===== src/rtl/ring_node_if.sv =====
module ring_node_if #(
  parameter int ID_W   = 5,
  parameter int MY_ID  = 0,
  parameter int ADDR_W = 20,
  parameter int DATA_W = 64
) (
  input  logic              clk,
  input  logic              rst_n,
  input  logic              up_valid,
  output logic              up_ready,
  input  logic [1:0]        up_type,
  input  logic [ID_W-1:0]   up_src,
  input  logic [ADDR_W-1:0] up_addr,
  input  logic [1:0]        up_state,
  input  logic [DATA_W-1:0] up_data,
  output logic              dn_valid,
  input  logic              dn_ready,
  output logic [1:0]        dn_type,
  output logic [ID_W-1:0]   dn_src,
  output logic [ADDR_W-1:0] dn_addr,
  output logic [1:0]        dn_state,
  output logic [DATA_W-1:0] dn_data,
  input  logic              tx_valid,
  output logic              tx_ready,
  input  logic [1:0]        tx_type,
  input  logic [ADDR_W-1:0] tx_addr,
  input  logic [1:0]        tx_state,
  input  logic [DATA_W-1:0] tx_data,
  output logic [ADDR_W-1:0] lk_addr,
  input  logic              lk_alloc,
  input  logic              lk_hit,
  input  logic [DATA_W-1:0] lk_data,
  input  logic              snoop_busy,
  output logic              fill_valid,
  output logic [DATA_W-1:0] fill_data,
  output logic              fault,
  output logic              snoop_valid,
  output logic [ADDR_W-1:0] snoop_addr,
  output logic [DATA_W-1:0] snoop_data
);
  localparam logic [1:0] T_REQ = 2'b01;
  localparam logic [1:0] T_RSP = 2'b10;
  localparam logic [1:0] T_BC  = 2'b11;
  localparam logic [ID_W-1:0] SELF = ID_W'(MY_ID);

  logic              pend;
  logic [ADDR_W-1:0] pend_addr;

  logic adv, take, mine, hit_pend, own_rsp, own_req, own_bc, serve, snoop, keep, tx_go;

  assign adv      = !dn_valid || dn_ready;
  assign up_ready = adv;
  assign lk_addr  = up_addr;
  assign take     = up_valid && adv;
  assign mine     = up_src == SELF;
  assign hit_pend = pend && (up_addr == pend_addr);
  assign own_rsp  = take && up_type == T_RSP && mine && hit_pend;
  assign own_req  = take && up_type == T_REQ && mine;
  assign own_bc   = take && up_type == T_BC && mine;
  assign serve    = take && up_type == T_REQ && !mine && lk_hit;
  assign snoop    = take && up_type == T_BC && !mine && lk_alloc && !lk_hit && !snoop_busy;
  assign keep     = take && !own_rsp && !own_req && !own_bc;
  assign tx_ready = adv && !keep && (tx_type == T_BC || (tx_type == T_REQ && !pend));
  assign tx_go    = tx_valid && tx_ready;

  always_ff @(posedge clk) begin
    if (!rst_n) begin
      dn_valid <= 1'b0;
      dn_type  <= '0;
      dn_src   <= '0;
      dn_addr  <= '0;
      dn_state <= '0;
      dn_data  <= '0;
    end else if (adv) begin
      dn_valid <= keep || tx_go;
      if (keep) begin
        dn_type  <= serve ? T_RSP : up_type;
        dn_src   <= up_src;
        dn_addr  <= up_addr;
        dn_state <= up_state;
        dn_data  <= serve ? lk_data : up_data;
      end else if (tx_go) begin
        dn_type  <= tx_type;
        dn_src   <= SELF;
        dn_addr  <= tx_addr;
        dn_state <= tx_state;
        dn_data  <= tx_data;
      end
    end
  end

  always_ff @(posedge clk) begin
    if (!rst_n) begin
      pend        <= 1'b0;
      pend_addr   <= '0;
      fill_valid  <= 1'b0;
      fill_data   <= '0;
      fault       <= 1'b0;
      snoop_valid <= 1'b0;
      snoop_addr  <= '0;
      snoop_data  <= '0;
    end else begin
      fill_valid  <= own_rsp;
      fault       <= own_req && hit_pend;
      snoop_valid <= snoop;
      if (own_rsp) fill_data <= up_data;
      if (snoop) begin
        snoop_addr <= up_addr;
        snoop_data <= up_data;
      end
      if (tx_go && tx_type == T_REQ) begin
        pend      <= 1'b1;
        pend_addr <= tx_addr;
      end else if (own_rsp || (own_req && hit_pend)) begin
        pend <= 1'b0;
      end
    end
  end

  a_r2_hold: assert property (@(posedge clk) disable iff (!rst_n)
    dn_valid && !dn_ready |=> dn_valid && $stable(dn_type) && $stable(dn_src)
      && $stable(dn_addr) && $stable(dn_state) && $stable(dn_data));

  a_r4_serve: assert property (@(posedge clk) disable iff (!rst_n)
    up_valid && up_ready && up_type == T_REQ && up_src != SELF && lk_hit
      |=> dn_valid && dn_type == T_RSP);

  a_r8_one_req: assert property (@(posedge clk) disable iff (!rst_n)
    pend && tx_type == T_REQ |-> !tx_ready);

  a_r9_no_snoop_busy: assert property (@(posedge clk) disable iff (!rst_n)
    snoop_busy |=> !snoop_valid);

  a_r6_fill_fault_excl: assert property (@(posedge clk) disable iff (!rst_n)
    !(fill_valid && fault));

  a_r6_fill_retires: assert property (@(posedge clk) disable iff (!rst_n)
    fill_valid |-> !pend);
endmodule


===== config.mk =====
export PLATFORM = sky130hd
export DESIGN_NAME = ring_node_if
export DESIGN_NICKNAME = d
export VERILOG_FILES = /design/src/rtl/ring_node_if.sv
export SDC_FILE = /design/constraint.sdc
export NUM_CORES = 1
export LEC_CHECK = 0
export BUFFER_PORTS_ARGS = -buffer_cell sky130_fd_sc_hd__buf_2
export CORE_AREA = 2 2 200 202
export DETAILED_ROUTE_END_ITERATION = 10
export DIE_AREA = 0 0 202 204
export PLACE_DENSITY = 0.63
export SYNTH_ARGS = -nofsm -noshare
export SYNTH_HDL_FRONTEND = slang
export SYNTH_SLANG_ARGS = --single-unit

===== constraint.sdc =====
create_clock -name clk -period 2.7 [get_ports clk]
set_clock_uncertainty 0.2 [all_clocks]
set_input_delay 0.405 -clock clk [delete_from_list [all_inputs] [get_ports clk]]
set_output_delay 0.405 -clock clk [all_outputs]
set_load 0.005 [all_outputs]

**Word-level counts from Yosys, hierarchy flattened**

Cells that the tools add are included.
W data, S select, Z words.

- Register bits after elaboration: 266
- Input port bits: 253
- Output and inout bits: 267
- Word-level logic and storage cells: 75

- Eq/ne operators: 6
- Multiplexer cells: 14
- Reductions and logical operators: 41

Operator list:

| operator | count |
|---|---|
| $mux W64 | 3 |
| $mux W20 | 2 |
| $logic_and A1 B1 Y1 | 24 |
| $eq A20 B20 Y1 | 1 |
| $mux W2 | 5 |
| $mux W5 | 2 |
| $logic_not A1 Y1 | 9 |
| $eq A2 B2 Y1 const B | 3 |
| $logic_not A5 Y1 | 1 |
| $eq A2 B1 Y1 const B | 2 |
| $logic_or A1 B1 Y1 | 4 |
| $reduce_bool A2 Y1 | 2 |
| $mux W1 | 2 |
| $reduce_and A2 Y1 | 1 |

**Depth between registers and ports, before layout**

- Depth after elaboration: 16
- Mapped depth: 10
- Mapped depth without buffers: 6

**Worst setup path before layout**

No wires, ideal clock.

- Kind: input to output
- Start: input up_src[1]
- End: output tx_ready
- Arrival time: 2.279 ns
- Data required time: 2.095 ns
- Setup slack: -0.184 ns
- Stages on the path: 8
- Buffers on the path: 2
- Cells stage by stage: or4_1 nor4_1 nor4b_4 and4_1 buf_4 buf_6 nor2_1 nor3_1

- Longest elaborated chain between the ends: 10

Ends and longest elaborated chain:

| item | line | text |
|---|---|---|
| start, declared | 12 | `input logic [ID_W-1:0] up_src,` |
| $logic_not A5 Y1 (*) | 55 | `assign mine = up_src == SELF;` |
| $logic_and A1 B1 Y1 (2 in a row) | 57 | `assign own_rsp = take && up_type == T_RSP && mine && hit_pend;` |
| $logic_not A1 Y1 | 62 | `assign keep = take && !own_rsp && !own_req && !own_bc;` |
| $logic_and A1 B1 Y1 (2 in a row) | 62 |  |
| $logic_and A1 B1 Y1 (*) | 62 |  |
| $logic_not A1 Y1 (*) | 63 | `assign tx_ready = adv && !keep && (tx_type == T_BC \|\| (tx_type == T_REQ && !pend));` |
| $logic_and A1 B1 Y1 (*) (2 in a row) | 63 |  |
| end, declared | 24 | `output logic tx_ready,` |

Mark *: on every way between the ends. The rest lies on a longest branch, timed or not.

**Worst setup path after layout**

Ends and elaborated chain as after synthesis.

==> flow_metrics.tcl <==
set metrics [dict create \
    status "complete, but fails checks" \
    violations "negative setup slack" \
    final_antenna_net_count 0 \
    worstHoldPathType "input port to register" \
    hold_violations 0 \
    leakage_nw 8.22 \
    ys.flop_type "dfxtp_1" \
    cts_sinks 266 \
    arrival_ns 2.21 \
    clock_latency_ns 0.55 \
    gp_congestion 0.877 \
    criticalPathCategory "input port to primary output" \
    ios 520 \
    antenna_found_initial 2 \
    drc 0 \
    drive_gt1_share_pct 36.3 \
    yosys_warnings 0 \
    cts.reportedPaths.clkPinSlew_ns 0.06 \
    wl_mm 46.8 \
    fin_crit_ns 2.81 \
    synthSimpleGateAreaFrac_pct 14.6 \
    coreArea_sq_um 39200 \
    dp_hpwl_mm 31.1 \
    grt_pass1_vias 12600 \
    synth_area_sq_um 11600 \
    synth_fp_nets 1569 \
    max_freq_mhz 356 \
    slew_headroom_pct 59.2 \
    io_buffer_count 519 \
    setup_slack_ns -0.111 \
    setup.worst_path.end_class "primary output" \
    drtPass1Iterations 5 \
    multi_input_area_sq_um 5720 \
    r2r_end "dn_data[49]$_SDFFE_PN0P_" \
    die_h_um 204 \
    synth_top_area_cell "dfxtp_1" \
    postSynthRegisterBits 266 \
    cts.htree.levels 1 \
    drv_slew 0 \
    cts_tree "built" \
    n_fill_cell 3627 \
    r2r_start "dn_valid$_SDFFE_PN0N_" \
    yosysSeqAreaShare_pct 45.7 \
    hold_slack_ns 0.0193 \
    synth.avg_cell_area_sq_um 8.85 \
    syn2layout_area_growth_pct 55.3 \
    vias 12600 \
    hold_depth 4 \
    clk_path_buf_depth 3 \
    ys_types 40 \
    grtUsageTotal_pct 21.6 \
    min_period_over_period_pct 104 \
    synth_cells 1316 \
    seqCellArea_sq_um 5330 \
    synth_top_area_share_pct 45.7 \
    regToRegSetupSlack_ns 0.16 \
    fin_setup_tns_ns -0.111 \
    via_per_inst 4.94 \
    reg2reg_depth 7 \
    synth_adder_area_share_pct 0 \
    yosys-top-cells-count "323 x nand2_1, 266 x dfxtp_1, 149 x a21oi_1" \
    hold_end "dn_data[62]$_SDFFE_PN0P_" \
    grt_pass1_wl_mm 71.0 \
    synth_top_family_by_area "compound AO/OA/AOI/OAI gates" \
    hp-start "tx_data[62]" \
    num-nets-final 2246 \
    tightest_slew_ns 0.612 \
    std_cell_rows 73 \
    cp_max_fo 3 \
    clockRootBuffer "clkbuf_16" \
    wire_per_inst_um 18.4 \
    vdd_drop_max_uv 475 \
    rsz0062_at_grt "true" \
    synth.area.mux_share_pct 13.7 \
    cp.required_ns 2.10 \
    fp.dieArea_sq_um 41200 \
    setup_violations 1 \
    first_iter_violations 665 \
    yosys-top-cells-area "dfxtp_1 46%, nand2_1 10%, mux2i_1 7.5%" \
    power_density_nw_per_um2 537 \
    synth-xor-area-share_pct 1.35 \
    synth_edf_count 0 \
    cts_made_buffers 30 \
    yosysMostFrequentCell "nand2_1" \
    startpoint_type "input port" \
    grt_start_max_net_pins 120 \
    async_reset_ff_share_pct 0 \
    initial_utilization_pct 29.7 \
    die_x_um 202 \
    synth-compound-area-share_pct 18.7 \
    maxCapViolCount 0 \
    grt_overflow 0 \
]
## logic make-up after synthesis
family,Yosys count
multiplexers,151
buffers and inverters,140
AND/OR/NAND/NOR,406
AO/OA/AOI/OAI,335
flip-flops,266
XOR/XNOR,18
## critical path: stages
cell,delay (ns)
buf_2,0.11
or4_4,0.55
nor4_2,0.28
nor4b_4,0.25
and4_4,0.30
nor2_4,0.04
nor3_2,0.13
buf_2,0.15
## layout make-up
type / count / share of cell area, %
sequential: 266 / 29.5
multi-input combinational: 910 / 31.6
tap: 525 / 3.63
clock inverter: 10 / 0.436
clock buffer: 46 / 5.10
timing repair buffer: 780 / 29.6
inverter: 5 / 0.131
antenna: 2 / 0.0277
## registers in the layout (all words and copies together) (netlist names)
register     count
dn_data         64
fill_data       64
snoop_data      64
dn_addr         20
pend_addr       20
snoop_addr      20
dn_src           5
dn_state         2
dn_type          2
dn_valid         1
fault            1
fill_valid       1
pend             1
snoop_valid      1
## metrics by stage
step / worst slack, ns / utilization, % / total power, mW / area, sq um / instances
3_3_place_gp: -0.138 / 38.2 / 5.39 / 15000 / 2278
3_5_place_dp: -0.197 / 38.2 / 5.41 / 15000 / 2278
4_1_cts: -0.190 / 46.1 / 9.75 / 18000 / 2538
2_1_floorplan: -0.0171 / - / 4.82 / 11700 / 1316
5_1_grt: -0.246 / 46.2 / 10.1 / 18100 / 2544
6_report: -0.111 / 46.2 / 9.71 / 18100 / 2544
## how the worst max path moves through the flow
stage | slack (ns) | to | startpoint
after floorplan | -0.02 | tx_ready | up_src[1]
after global placement | -0.14 | fill_data[57]$_SDFFE_PN0P_ | up_src[1]
after detailed placement | -0.20 | fill_data[57]$_SDFFE_PN0P_ | up_src[1]
after CTS | -0.19 | tx_ready | pend_addr[10]$_SDFFE_PN0P_
after global routing | -0.25 | tx_ready | pend_addr[7]$_SDFFE_PN0P_
final | -0.11 | tx_ready | up_src[1]
## power breakdown
group	leakage [nW]	switching [mW]	internal, mW
clock network	0.503	1.67	2.43
registers	2.17	0.0835	4.07
logic	5.55	0.688	0.757
## layer usage
metal	share of wire [%]	up-vias	global-route usage [%]	wire length (um)
met5	0	-	0	0
met4	4.4	0	9.59	2040
met3	8.7	135	5.93	4090
met2	48	662	37.0	22400
met1	39	5870	25.1	18300
li1	-	5905	-	-
## repair_timing
| action | CTS | global route |
|---|---|---|
| endpoints found under the hold margin | 231 | 1 |
| endpoints found under the setup margin | 1 | 1 |
| resized for setup | 4 | 2 |
| hold buffers | 204 | 1 |
| pin swaps | 0 | 2 |
| buffers inserted | 0 | 3 |
## cells in the final DEF (no fill, tap or decap), drive strengths merged, types with 20 or more instances in the layout
| cell | synthesis | routed |
|---|---|---|
| nor3 | 22 | 22 |
| buf | 62 | 575 |
| a21oi | 149 | 149 |
| dlygate4sd3 | 0 | 205 |
| dfxtp | 266 | 266 |
| a211oi | 20 | 20 |
| o211a | 66 | 66 |
| clkbuf | 73 | 46 |
| mux2i | 87 | 87 |
| nand3 | 27 | 27 |
| o21ai | 92 | 92 |
| mux2 | 64 | 64 |
| nand2 | 323 | 323 |
No activity file was read; power rests on OpenSTA's default activity.
